**config.mk**
```make
export PLATFORM = sky130hd
export DESIGN_NAME = cart_upcount_irq
export DESIGN_NICKNAME = d
export VERILOG_FILES = /design/src/rtl/upirq_pkg.sv /design/src/rtl/upirq_decode.sv /design/src/rtl/upirq_tick.sv /design/src/rtl/upirq_core.sv /design/src/rtl/cart_upcount_irq.sv
export SDC_FILE = /design/constraint.sdc
export NUM_CORES = 1
export LEC_CHECK = 0
export BUFFER_PORTS_ARGS = -buffer_cell sky130_fd_sc_hd__buf_4
export CORE_UTILIZATION = 49
export DETAILED_ROUTE_END_ITERATION = 10
export GPL_TIMING_DRIVEN = 0
export PLACE_DENSITY_LB_ADDON = 0.05
export SETUP_SLACK_MARGIN = 0.02
export SYNTH_ARGS = -nofsm -noshare
export SYNTH_HDL_FRONTEND = slang
export SYNTH_SLANG_ARGS = --single-unit
```
**constraint.sdc**
```tcl
create_clock -name clk -period 2.1 [get_ports clk]
set_clock_uncertainty 0.1 [all_clocks]
set_input_delay 0.42 -clock clk [delete_from_list [all_inputs] [get_ports clk]]
set_output_delay 0.42 -clock clk [all_outputs]
set_load 0.01 [all_outputs]
```
**src/rtl/upirq_pkg.sv**
```systemverilog
package upirq_pkg;

    // Default register addresses of the timer
    localparam logic [15:0] ADDR_DISARM  = 16'h4501;
    localparam logic [15:0] ADDR_CNT_LO  = 16'h4502;
    localparam logic [15:0] ADDR_CNT_HI  = 16'h4503;
    localparam logic [15:0] ADDR_ACK_A   = 16'h4024;
    localparam logic [15:0] ADDR_ACK_B   = 16'h4025;

    // Decoded register command for one clock
    typedef struct packed {
        logic set_lo;
        logic set_hi;
        logic disarm;
        logic ack;
    } reg_cmd_t;

    // Tick source selection
    typedef enum logic {
        SRC_CPU  = 1'b0,
        SRC_LINE = 1'b1
    } tick_src_e;

    function automatic logic is_count_write(input reg_cmd_t c);
        return c.set_lo | c.set_hi | c.disarm;
    endfunction

endpackage

```
**src/rtl/upirq_decode.sv**
```systemverilog
module upirq_decode
    import upirq_pkg::*;
#(
    parameter int          ADDR_W    = 16,
    parameter logic [15:0] A_DISARM  = ADDR_DISARM,
    parameter logic [15:0] A_LO      = ADDR_CNT_LO,
    parameter logic [15:0] A_HI      = ADDR_CNT_HI,
    parameter logic [15:0] A_ACK_A   = ADDR_ACK_A,
    parameter logic [15:0] A_ACK_B   = ADDR_ACK_B
) (
    input  logic              wr_en,
    input  logic [ADDR_W-1:0] wr_addr,
    output reg_cmd_t          cmd
);

    logic hit_dis, hit_lo, hit_hi, hit_ack;

    always_comb begin
        hit_dis = wr_en && (wr_addr == ADDR_W'(A_DISARM));
        hit_lo  = wr_en && (wr_addr == ADDR_W'(A_LO));
        hit_hi  = wr_en && (wr_addr == ADDR_W'(A_HI));
        hit_ack = wr_en && ((wr_addr == ADDR_W'(A_ACK_A)) ||
                            (wr_addr == ADDR_W'(A_ACK_B)));
        cmd.set_lo = hit_lo;
        cmd.set_hi = hit_hi;
        cmd.disarm = hit_dis;
        cmd.ack    = hit_ack | hit_dis | hit_lo | hit_hi;
    end

endmodule

```
**src/rtl/upirq_tick.sv**
```systemverilog
module upirq_tick
    import upirq_pkg::*;
#(
    parameter int BURST_TICKS = 8,
    parameter int AMT_W       = $clog2(BURST_TICKS + 1)
) (
    input  logic             cpu_tick,
    input  logic             line_tick,
    input  logic             line_mode,
    output logic [AMT_W-1:0] tick_amt
);

    tick_src_e src;

    always_comb begin
        src = tick_src_e'(line_mode);
        unique case (src)
            SRC_LINE: tick_amt = line_tick ? AMT_W'(BURST_TICKS) : '0;
            default:  tick_amt = cpu_tick  ? AMT_W'(1)           : '0;
        endcase
    end

endmodule

```
**src/rtl/upirq_core.sv**
```systemverilog
module upirq_core
    import upirq_pkg::*;
#(
    parameter int CNT_W  = 16,
    parameter int DATA_W = 8,
    parameter int AMT_W  = 4
) (
    input  logic              clk,
    input  logic              rst,
    input  reg_cmd_t          cmd,
    input  logic [DATA_W-1:0] wr_data,
    input  logic [AMT_W-1:0]  tick_amt,
    output logic              irq_o
);

    localparam int               HI_W     = CNT_W - DATA_W;
    localparam logic [CNT_W-1:0] ALL_ONES = '1;

    logic [CNT_W-1:0] count;
    logic             armed;
    logic             reg_write;
    logic [CNT_W-1:0] room;
    logic [CNT_W:0]   amt_ext;
    logic [CNT_W-1:0] count_step;
    logic             fire;

    always_comb begin
        reg_write  = is_count_write(cmd);
        room       = ALL_ONES - count;
        amt_ext    = {{(CNT_W + 1 - AMT_W){1'b0}}, tick_amt};
        // A burst fires if it holds more ticks than steps left to all ones
        fire       = armed && !reg_write && (amt_ext > {1'b0, room});
        count_step = count + amt_ext[CNT_W-1:0];
    end

    always_ff @(posedge clk) begin
        if (rst) begin
            count <= '0;
            armed <= 1'b0;
            irq_o <= 1'b0;
        end else begin
            if (reg_write) begin
                if (cmd.set_lo) count[DATA_W-1:0] <= wr_data;
                if (cmd.set_hi) begin
                    count[CNT_W-1:DATA_W] <= wr_data[HI_W-1:0];
                    armed <= 1'b1;
                end
                if (cmd.disarm) armed <= 1'b0;
            end else if (armed) begin
                if (fire) begin
                    count <= ALL_ONES;
                    armed <= 1'b0;
                end else begin
                    count <= count_step;
                end
            end
            if (fire)         irq_o <= 1'b1;
            else if (cmd.ack) irq_o <= 1'b0;
        end
    end

    // a raised interrupt leaves the timer disarmed
    p_fire_disarms_r5: assert property (@(posedge clk) disable iff (rst)
        $rose(irq_o) |-> !armed);

    // only an armed timer can raise the interrupt
    p_fire_needs_arm_r5: assert property (@(posedge clk) disable iff (rst)
        $rose(irq_o) |-> $past(armed));

    // the disarm write leaves the timer idle with no interrupt
    p_disarm_r4: assert property (@(posedge clk) disable iff (rst)
        cmd.disarm |=> (!armed && !irq_o));

    // a disarmed timer holds its count
    p_idle_hold_r4: assert property (@(posedge clk) disable iff (rst)
        (!armed && !cmd.set_lo && !cmd.set_hi) |=> $stable(count));

    // the low-byte write drops the interrupt
    p_lo_ack_r2: assert property (@(posedge clk) disable iff (rst)
        cmd.set_lo |=> !irq_o);

    // the high-byte write arms the timer
    p_hi_arms_r3: assert property (@(posedge clk) disable iff (rst)
        (cmd.set_hi && !cmd.disarm) |=> armed);

    // the interrupt level holds without an acknowledge
    p_irq_level_r9: assert property (@(posedge clk) disable iff (rst)
        (irq_o && !cmd.ack) |=> irq_o);

endmodule

```
**src/rtl/cart_upcount_irq.sv**
```systemverilog
module cart_upcount_irq
    import upirq_pkg::*;
#(
    parameter int          ADDR_W      = 16,
    parameter int          DATA_W      = 8,
    parameter int          CNT_W       = 16,
    parameter int          BURST_TICKS = 8,
    parameter logic [15:0] A_DISARM    = ADDR_DISARM,
    parameter logic [15:0] A_LO        = ADDR_CNT_LO,
    parameter logic [15:0] A_HI        = ADDR_CNT_HI,
    parameter logic [15:0] A_ACK_A     = ADDR_ACK_A,
    parameter logic [15:0] A_ACK_B     = ADDR_ACK_B
) (
    input  logic              clk,
    input  logic              rst,
    input  logic              wr_en,
    input  logic [ADDR_W-1:0] wr_addr,
    input  logic [DATA_W-1:0] wr_data,
    input  logic              cpu_tick,
    input  logic              line_tick,
    input  logic              line_mode,
    output logic              irq
);

    localparam int AMT_W = $clog2(BURST_TICKS + 1);

    reg_cmd_t         cmd;
    logic [AMT_W-1:0] tick_amt;

    upirq_decode #(
        .ADDR_W   (ADDR_W),
        .A_DISARM (A_DISARM),
        .A_LO     (A_LO),
        .A_HI     (A_HI),
        .A_ACK_A  (A_ACK_A),
        .A_ACK_B  (A_ACK_B)
    ) u_decode (
        .wr_en   (wr_en),
        .wr_addr (wr_addr),
        .cmd     (cmd)
    );

    upirq_tick #(
        .BURST_TICKS (BURST_TICKS),
        .AMT_W       (AMT_W)
    ) u_tick (
        .cpu_tick  (cpu_tick),
        .line_tick (line_tick),
        .line_mode (line_mode),
        .tick_amt  (tick_amt)
    );

    upirq_core #(
        .CNT_W  (CNT_W),
        .DATA_W (DATA_W),
        .AMT_W  (AMT_W)
    ) u_core (
        .clk      (clk),
        .rst      (rst),
        .cmd      (cmd),
        .wr_data  (wr_data),
        .tick_amt (tick_amt),
        .irq_o    (irq)
    );

endmodule

```
==> results.json, run 1 <==
{
  "cts_root_buf": "clkbuf_4",
  "worst_pin_slew_ns": 0.568,
  "drv_cap": 0,
  "layout_commonest_cell": "buf_4",
  "crit_path_max_fanout": 5,
  "setup-violations-final": 1,
  "grt_antenna_before_repair": 0,
  "gr-usage-all-layers_pct": 29.6,
  "async_flop_share_pct": 0,
  "drc": 2,
  "rsz0062_at_grt": "true",
  "clockBufferDepth": 2,
  "final_util_pct": 72.9,
  "avgViaCountPerCell": 6.55,
  "cts_hold_buf": 0,
  "synth.avg_cell_area_um2": 8.26,
  "core_area_mm2": 0.00281,
  "p_per_area_mw_per_mm2": 326,
  "gp_congestion": 0.912,
  "netlist.area_leader.share_pct": 24.5,
  "cts.clk_slew.worst_paths_ns": 0.11,
  "synth_top_cell_by_area": "dfxtp_1",
  "fmax_mhz": 473,
  "drv_slew": 0,
  "fillers": 215,
  "synthDistinctLibCells": 57,
  "start_util_pct": 52.4,
  "drt_iter0_drc": 106,
  "die_x_um": 56.8,
  "end_kind": "flop",
  "drtPass1Iterations": 7,
  "r2r-start": "u_core.count[2]",
  "clk_latency_ns": 0.31,
  "final_layout_size_suffix_gt1_share_pct": 45.1,
  "synth-edff-count": 0,
  "violations": "design-rule violations, negative setup slack",
  "hp-class": "input pin to flop",
  "cts_tree": "built",
  "grt_pass1_vias": 1605,
  "ant_nets": 0,
  "postSynthCellCount": 178,
  "relSlewSlack_pct": 62.1,
  "cp.required_ns": 2.23,
  "synthTopCellsByArea": "dfxtp_1, nor4_4, nand2_1",
  "dp_hpwl_mm": 3.29,
  "cts.htree.levels": 1,
  "crit_start": "line_mode",
  "floorplan.die_area_mm2": 0.00322,
  "status": "finished with violations",
  "vias": 1671,
  "die_h_um": 56.8,
  "synth-seq-cells": 18,
  "placed_cells": 238,
  "hold_viol": 0,
  "fin_crit_ns": 2.11,
  "gr-total-overflow": 0,
  "wl_per_cell_um": 18.1,
  "syn_area_mm2": 0.00147,
  "io_pins": 31,
  "cp.arrival_ns": 2.24,
  "area_delta_synth_final_pct": 39.1,
  "fin_ws_ns": -0.0137,
  "fp-row-count": 19,
  "cp-start-kind": "input pin",
  "numCtsBuffers": 3,
  "wirelength_mm": 4.61,
  "grt_max_degree": 11,
  "synthFlopType": "dfxtp_1",
  "min_from": "wr_data[0]",
  "cellLeakagePower_nw": 0.758,
  "vdd_drop_max_uv": 249,
  "syn-num-nets": 212,
  "grt_pass1_wl_mm": 7.27,
  "antennaDiodeCount": 0,
  "ys_seq_area_share_pct": 24.5,
  "yosys_warnings": 0,
  "instances_no_fill": 255,
  "nets": 259,
  "finalCritPeriodShare_pct": 101,
  "portBuffers": 29,
  "clock-sinks": 18,
  "path_class": "input pin to flop",
  "final_cell_mix": "buf_4, dfxtp_1, nand2_1"
}
-- final timing paths --
| kind | endpoint | cells past startpoint | slack, ns |
|---|---|---|---|
| hold reg to reg | u_core.count[15] | 2 | 0.37 |
| hold / removal | u_core.count[8] | 3 | 0.31 |
| setup / recovery | u_core.irq_o | 10 | -0.01 |
| setup reg to reg | u_core.irq_o | 7 | 0 |
-- cells in the mapped netlist (3+ instances only) --
master / number
a211oi_1: 4
a21oi_1: 11
a31oi_1: 5
and2_1: 3
dfxtp_1: 18
ha_1: 4
inv_1: 7
nand2_1: 15
nand2_2: 3
nand3_1: 8
nand3b_1: 3
nand4_1: 4
nor2_1: 13
nor3_1: 8
nor4_4: 3
o21ai_0: 4
o21ai_1: 5
o221ai_1: 4
o22ai_1: 5
-- layer usage --
metal	up-vias	GRT usage, %	share of wire, %
met4	0	18.5	3.1
met3	17	6.45	10
met2	104	46.1	46
met5	-	0	0
met1	766	36.8	40
li1	784	-	-
-- cells by family after synthesis --
| logic type | count (synthesis) | synth area share, % |
|---|---|---|
| and+or+nand+nor | 85 | 38.3 |
| AOI/OAI and AO/OA | 56 | 27.8 |
| DFF | 18 | 24.5 |
| buffers and inverters | 12 | 4.17 |
| adders and majority gates | 4 | 3.40 |
| xor gates and xnor gates | 3 | 1.79 |
-- state kept, by name, indices dropped and copies added (netlist names) --
signal	cells
u_core.armed	1
u_core.count	16
u_core.irq_o	1
-- repair_timing --
item	in CTS	in global routing
setup buffers	3	9
pin swaps	4	19
endpoints found under the setup margin	15	18
cloned	1	0
resized for setup	9	26
-- critical path, cell delays in order --
cell      delay [ns]
buf_4           0.11
and2_4          0.16
ha_4            0.29
nand4b_1        0.13
a211oi_2        0.29
buf_4           0.17
nand4_4         0.17
buf_6           0.18
buf_4           0.12
a211oi_1        0.20
-- cell type report --
class                   count  area (µm²)  share of cell area [%]
clock buffers               4        36.3                    1.77
plain buffers               5        35.0                    1.71
multi-input cells         149        1230                    60.0
flip-flops and latches     18         363                    17.7
inverters                   7        26.3                    1.28
well taps                  31        38.8                    1.90
repair buffers             41         319                    15.6
-- metrics by stage --
| step | total power [W] | area, µm² | hold WS, ns | TNS, ns | setup slack, ns |
|---|---|---|---|---|---|
| finish | 0.000667 | 2050 | 0.306 | -0.0137 | -0.0137 |
| detailed placement | 0.000430 | 1760 | 0.353 | -6.16 | -0.511 |
| floorplan | 0.000376 | 1500 | 0.329 | -0.0834 | -0.0535 |
| global placement | 0.000428 | 1760 | 0.344 | -5.87 | -0.507 |
| CTS | 0.000652 | 1870 | 0.307 | 0 | 0.0244 |
| global route | 0.000688 | 2050 | 0.318 | -0.445 | -0.0761 |
-- power by group --
group          internal, W  switching (W)
clock network     0.000106       0.000129
logic            0.0000497      0.0000408
registers         0.000341   0.0000000226
Power figures use the tool's default switching activity.
==> run 2, diff against run 1 <==
- ABC_AREA: not set -> 1
- CORE_UTILIZATION: 49 -> 50
==> results.json, run 2 <==
{
  "synth-seq-cells": 18,
  "wirelength_mm": 4.14,
  "setup_tns_ns": 0,
  "cp.arrival_ns": 2.02,
  "fp-row-count": 20,
  "wl_per_cell_um": 11.4,
  "grt_pass1_vias": 1616,
  "p_per_area_mw_per_mm2": 331,
  "nets": 354,
  "crit_start": "u_core.count[3]",
  "synthFlopType": "dfxtp_1",
  "r2r_end": "u_core.count[4]",
  "ant_nets": 0,
  "clk_latency_ns": 0.31,
  "ys_seq_area_share_pct": 21.6,
  "synthTopCellsByCount": "nand2_1, nor2_1, inv_1",
  "final_cell_mix": "nand2_1, nor2_1, inv_1, buf_4, dfxtp_1",
  "core_area_mm2": 0.00310,
  "gp_congestion": 0.886,
  "die_h_um": 59.8,
  "yosys_warnings": 0,
  "synth-edff-count": 0,
  "synth_top_cell_by_area": "dfxtp_1",
  "avgViaCountPerCell": 4.97,
  "worst_pin_slew_ns": 0.423,
  "fin_crit_ns": 1.90,
  "rr_worst_depth": 11,
  "floorplan.die_area_mm2": 0.00357,
  "numCtsBuffers": 3,
  "antennaDiodeCount": 0,
  "fmax_mhz": 525,
  "fillers": 324,
  "largest_reg_flops": 16,
  "gr-total-overflow": 0,
  "relSlewSlack_pct": 71.8,
  "grt_max_degree": 11,
  "syn_area_mm2": 0.00167,
  "grt_pass1_wl_mm": 6.93,
  "syn-num-nets": 319,
  "die_x_um": 59.8,
  "reg_top3": "u_core.count: 16 flops, u_core.armed: 1 flops, u_core.irq_o: 1 flops",
  "end_kind": "flop",
  "cts.htree.levels": 1,
  "drt_iter0_drc": 73,
  "hp-class": "input pin to flop",
  "hold_viol": 0,
  "cts.clk_slew.worst_paths_ns": 0.12,
  "cp.required_ns": 2.22,
  "vias": 1805,
  "r2r_slack_ns": 0.20,
  "finalCritPeriodShare_pct": 90.7,
  "drv_cap": 0,
  "drtPass1Iterations": 4,
  "grt_antenna_before_repair": 0,
  "portBuffers": 30,
  "path_class": "flop to flop",
  "synthDistinctLibCells": 27,
  "cp-start-kind": "flop",
  "drc": 0,
  "final_layout_size_suffix_gt1_share_pct": 20.1,
  "cts_tree": "built",
  "cellLeakagePower_nw": 0.971,
  "dp_hpwl_mm": 3.29,
  "synth.avg_cell_area_um2": 5.86,
  "gr-usage-all-layers_pct": 25.8,
  "area_delta_synth_final_pct": 19.1,
  "crit_end": "u_core.count[4]",
  "clockBufferDepth": 2,
  "r2r-start": "u_core.count[3]",
  "rsz0062_at_grt": "false",
  "vdd_drop_max_uv": 244,
  "cts_root_buf": "clkbuf_4",
  "start_util_pct": 53.8,
  "layout_commonest_cell": "nand2_1",
  "async_flop_share_pct": 0,
  "netlist.area_leader.share_pct": 21.6,
  "drv_slew": 0,
  "status": "finished, final reports clean",
  "io_pins": 31,
  "crit_path_max_fanout": 8,
  "synth_most_common_cell": "nand2_1",
  "whs_ns": 0.156,
  "setup-violations-final": 0,
  "postSynthCellCount": 285,
  "regMostFlops": "u_core.count",
  "clock-sinks": 18,
  "synthTopCellsByArea": "dfxtp_1, nand2_1, nor2_1"
}
==> run 2: worst min-delay path by stage <==
stage / cells past startpoint / start / slack [ns] / endpoint
5_1_grt: 2 / rst / 0.14 / u_core.irq_o
6_report: 2 / rst / 0.16 / u_core.irq_o
3_3_place_gp: 2 / u_core.irq_o / 0.37 / u_core.irq_o
4_1_cts: 2 / rst / 0.16 / u_core.irq_o
3_5_place_dp: 2 / u_core.irq_o / 0.38 / u_core.irq_o
2_1_floorplan: 2 / u_core.count[3] / 0.38 / u_core.count[3]
==> run 2: logic make-up after synthesis <==
kind of cell | synth area share, %
simple gates | 51.7
buf+inv | 9.67
fa+ha+maj | 3.00
flops | 21.6
xor+xnor | 5.25
compound gates | 8.77
==> run 2: area by class of cell <==
| type | instances | area [µm²] | area share (%) |
|---|---|---|---|
| Inverter | 36 | 135 | 6.80 |
| Buffer | 3 | 26.3 | 1.32 |
| Multi-Input combinational cell | 228 | 1150 | 57.8 |
| Sequential cell | 18 | 360 | 18.1 |
| Clock buffer | 4 | 36.3 | 1.83 |
| Tap cell | 44 | 55.1 | 2.77 |
| Timing Repair Buffer | 30 | 225 | 11.3 |
==> run 2: power breakdown <==
group | total, W | switching (W) | internal, W
clock | 0.000233 | 0.000128 | 0.000106
combinational | 0.0000838 | 0.0000383 | 0.0000454
sequential | 0.000341 | 0.0000000198 | 0.000341
==> run 2: per-layer routing <==
layer / vias to the layer above / GRT usage, % / wire [µm]
met1: 800 / 33.8 / 2020
met3: 8 / 4.76 / 126
li1: 969 / - / -
met5: - / 0 / 0
met4: 0 / 5.98 / 73
met2: 28 / 43.7 / 1920
==> run 2: what timing repair did <==
item,CTS,global route
hold buffers,0,0
resized for setup,0,1
endpoints found under the setup margin,0,1
buffers inserted,0,0
==> run 2: stage by stage <==
step	total power (W)	utilization, %	cells	worst slack [ns]	cell area, µm²
2_1_floorplan	0.000379	-	285	0.244	1670
5_1_grt	0.000687	64.1	363	0.0548	1990
6_report	0.000659	64.1	363	0.196	1990
3_3_place_gp	0.000432	62.8	359	-0.113	1950
4_1_cts	0.000661	64.0	363	0.159	1990
3_5_place_dp	0.000433	62.8	359	-0.164	1950
==> run 2: critical path, stage by stage (launching register included) <==
cell and delay, ns:
dfxtp_1 0.34, ha_1 0.36, nand3_1 0.11, nor2_1 0.04, nor2_1 0.14, nor2_1 0.07
nand2_1 0.12, clkinv_1 0.12, nand3_4 0.15, nand2_2 0.10, nor2_1 0.12, nor2_1 0.04
==> run 3, diff against run 2 <==
- CORE_MARGIN: not set -> 10
==> results.json, run 3 (synthesized netlist as in run 2, its figures left out) <==
{
  "clock-sinks": 18,
  "largest_reg_flops": 16,
  "cp.arrival_ns": 2.01,
  "fillers": 304,
  "die_x_um": 77.8,
  "avgViaCountPerCell": 5.05,
  "relSlewSlack_pct": 70.8,
  "end_kind": "flop",
  "fp-row-count": 20,
  "wirelength_mm": 4.29,
  "vias": 1832,
  "whs_ns": 0.147,
  "gr-total-overflow": 0,
  "grt_pass1_vias": 1752,
  "fmax_mhz": 529,
  "cp-start-kind": "flop",
  "post-cts-setup-buffer-count": 0,
  "cellLeakagePower_nw": 0.971,
  "core_area_mm2": 0.00313,
  "drc": 0,
  "final_util_pct": 63.6,
  "grt_antenna_before_repair": 0,
  "io_pins": 31,
  "dp_hpwl_mm": 3.53,
  "drv_cap": 0,
  "finalCritPeriodShare_pct": 90.0,
  "drtPass1Iterations": 4,
  "numCtsBuffers": 3,
  "clockBufferDepth": 2,
  "gr-usage-all-layers_pct": 14.5,
  "worst_pin_slew_ns": 0.439,
  "rsz0062_at_grt": "false",
  "final_cell_mix": "nand2_1, nor2_1, inv_1, buf_4, dfxtp_1",
  "cts_root_buf": "clkbuf_4",
  "wl_per_cell_um": 11.8,
  "grt_pass1_wl_mm": 7.49,
  "final_layout_size_suffix_gt1_share_pct": 20.1,
  "p_per_area_mw_per_mm2": 329,
  "antennaDiodeCount": 0,
  "hp-class": "input pin to flop",
  "nets": 354,
  "setup-violations-final": 0,
  "instances_no_fill": 363,
  "layout_commonest_cell": "nand2_1",
  "reg_top3": "u_core.count: 16 flops, u_core.armed: 1 flops, u_core.irq_o: 1 flops",
  "vdd_drop_max_uv": 288,
  "clk_latency_ns": 0.31,
  "crit_path_max_fanout": 8,
  "regMostFlops": "u_core.count",
  "path_class": "flop to flop",
  "placed_cells": 359,
  "cts.htree.levels": 1,
  "drt_iter0_drc": 116,
  "floorplan.die_area_mm2": 0.00605,
  "status": "finished, final reports clean",
  "cts_tree": "built",
  "drv_slew": 0,
  "ant_nets": 0,
  "cts.clk_slew.worst_paths_ns": 0.11,
  "hold_viol": 0,
  "place_area_mm2": 0.00195,
  "area_delta_synth_final_pct": 19.1,
  "cts_hold_buf": 0,
  "start_util_pct": 53.4,
  "fin_crit_ns": 1.89,
  "portBuffers": 30,
  "gp_congestion": 0.873,
  "cp.required_ns": 2.22,
  "ctsResizeCount": 0,
  "grt_max_degree": 11,
  "die_h_um": 77.8,
  "total_power_w": 0.000654,
  "design_area_mm2": 0.00199
}
==> run 3: cell counts in the layout (fill, tap and decap cells not counted) <==
No cell type changed its count.
==> run 3: routing by layer <==
| layer | global-route usage (%) | routed length [µm] | up-vias |
|---|---|---|---|
| li1 | - | - | 968 |
| met1 | 17.9 | 1930 | 822 |
| met2 | 25.1 | 2080 | 40 |
| met3 | 2.65 | 248 | 2 |
| met4 | 3.83 | 33 | 0 |
| met5 | 0 | 0 | - |
==> run 3: path summary, 6_finish.rpt <==
path / slack [ns] / startpoint / cells after the start / end
max: 0.21 / u_core.count[3] / 11 / u_core.count[2]
min: 0.15 / rst / 2 / u_core.irq_o
max reg2reg: 0.21 / u_core.count[3] / 11 / u_core.count[2]
min reg2reg: 0.39 / u_core.irq_o / 2 / u_core.irq_o
==> run 3: cell type report <==
type                       count  area, µm²  area share [%]
multi-input combinational    228       1150            57.8
sequential                    18        360            18.1
timing repair buffer          30        225            11.3
inverter                      36        135            6.80
tap                           44       55.1            2.77
clock buffer                   4       36.3            1.83
buffer                         3       26.3            1.32
==> run 3: per-stage QoR <==
step	worst slack [ns]	TNS, ns
finish	0.210	0
floorplan	0.244	0
CTS	0.193	0
detailed placement	-0.107	-0.769
global route	0.0404	0
global placement	-0.0814	-0.544
==> run 3: where the power goes <==
| group | internal [W] | leakage (nW) | switching (W) |
|---|---|---|---|
| registers | 0.000341 | 0.145 | 0.0000000197 |
| logic | 0.0000454 | 0.805 | 0.0000380 |
| clock network | 0.000106 | 0.0210 | 0.000123 |
| total | 0.000493 | 0.971 | 0.000161 |
==> run 3: worst max-delay path, cell delays in order (launching register included) <==
cell,delay [ns]
dfxtp_1,0.33
ha_1,0.36
nand3_1,0.11
nor2_1,0.04
nor2_1,0.13
nor2_1,0.07
nand2_1,0.11
clkinv_1,0.12
nand3_4,0.14
nand2_2,0.11
nor2_1,0.11
nor2_1,0.05
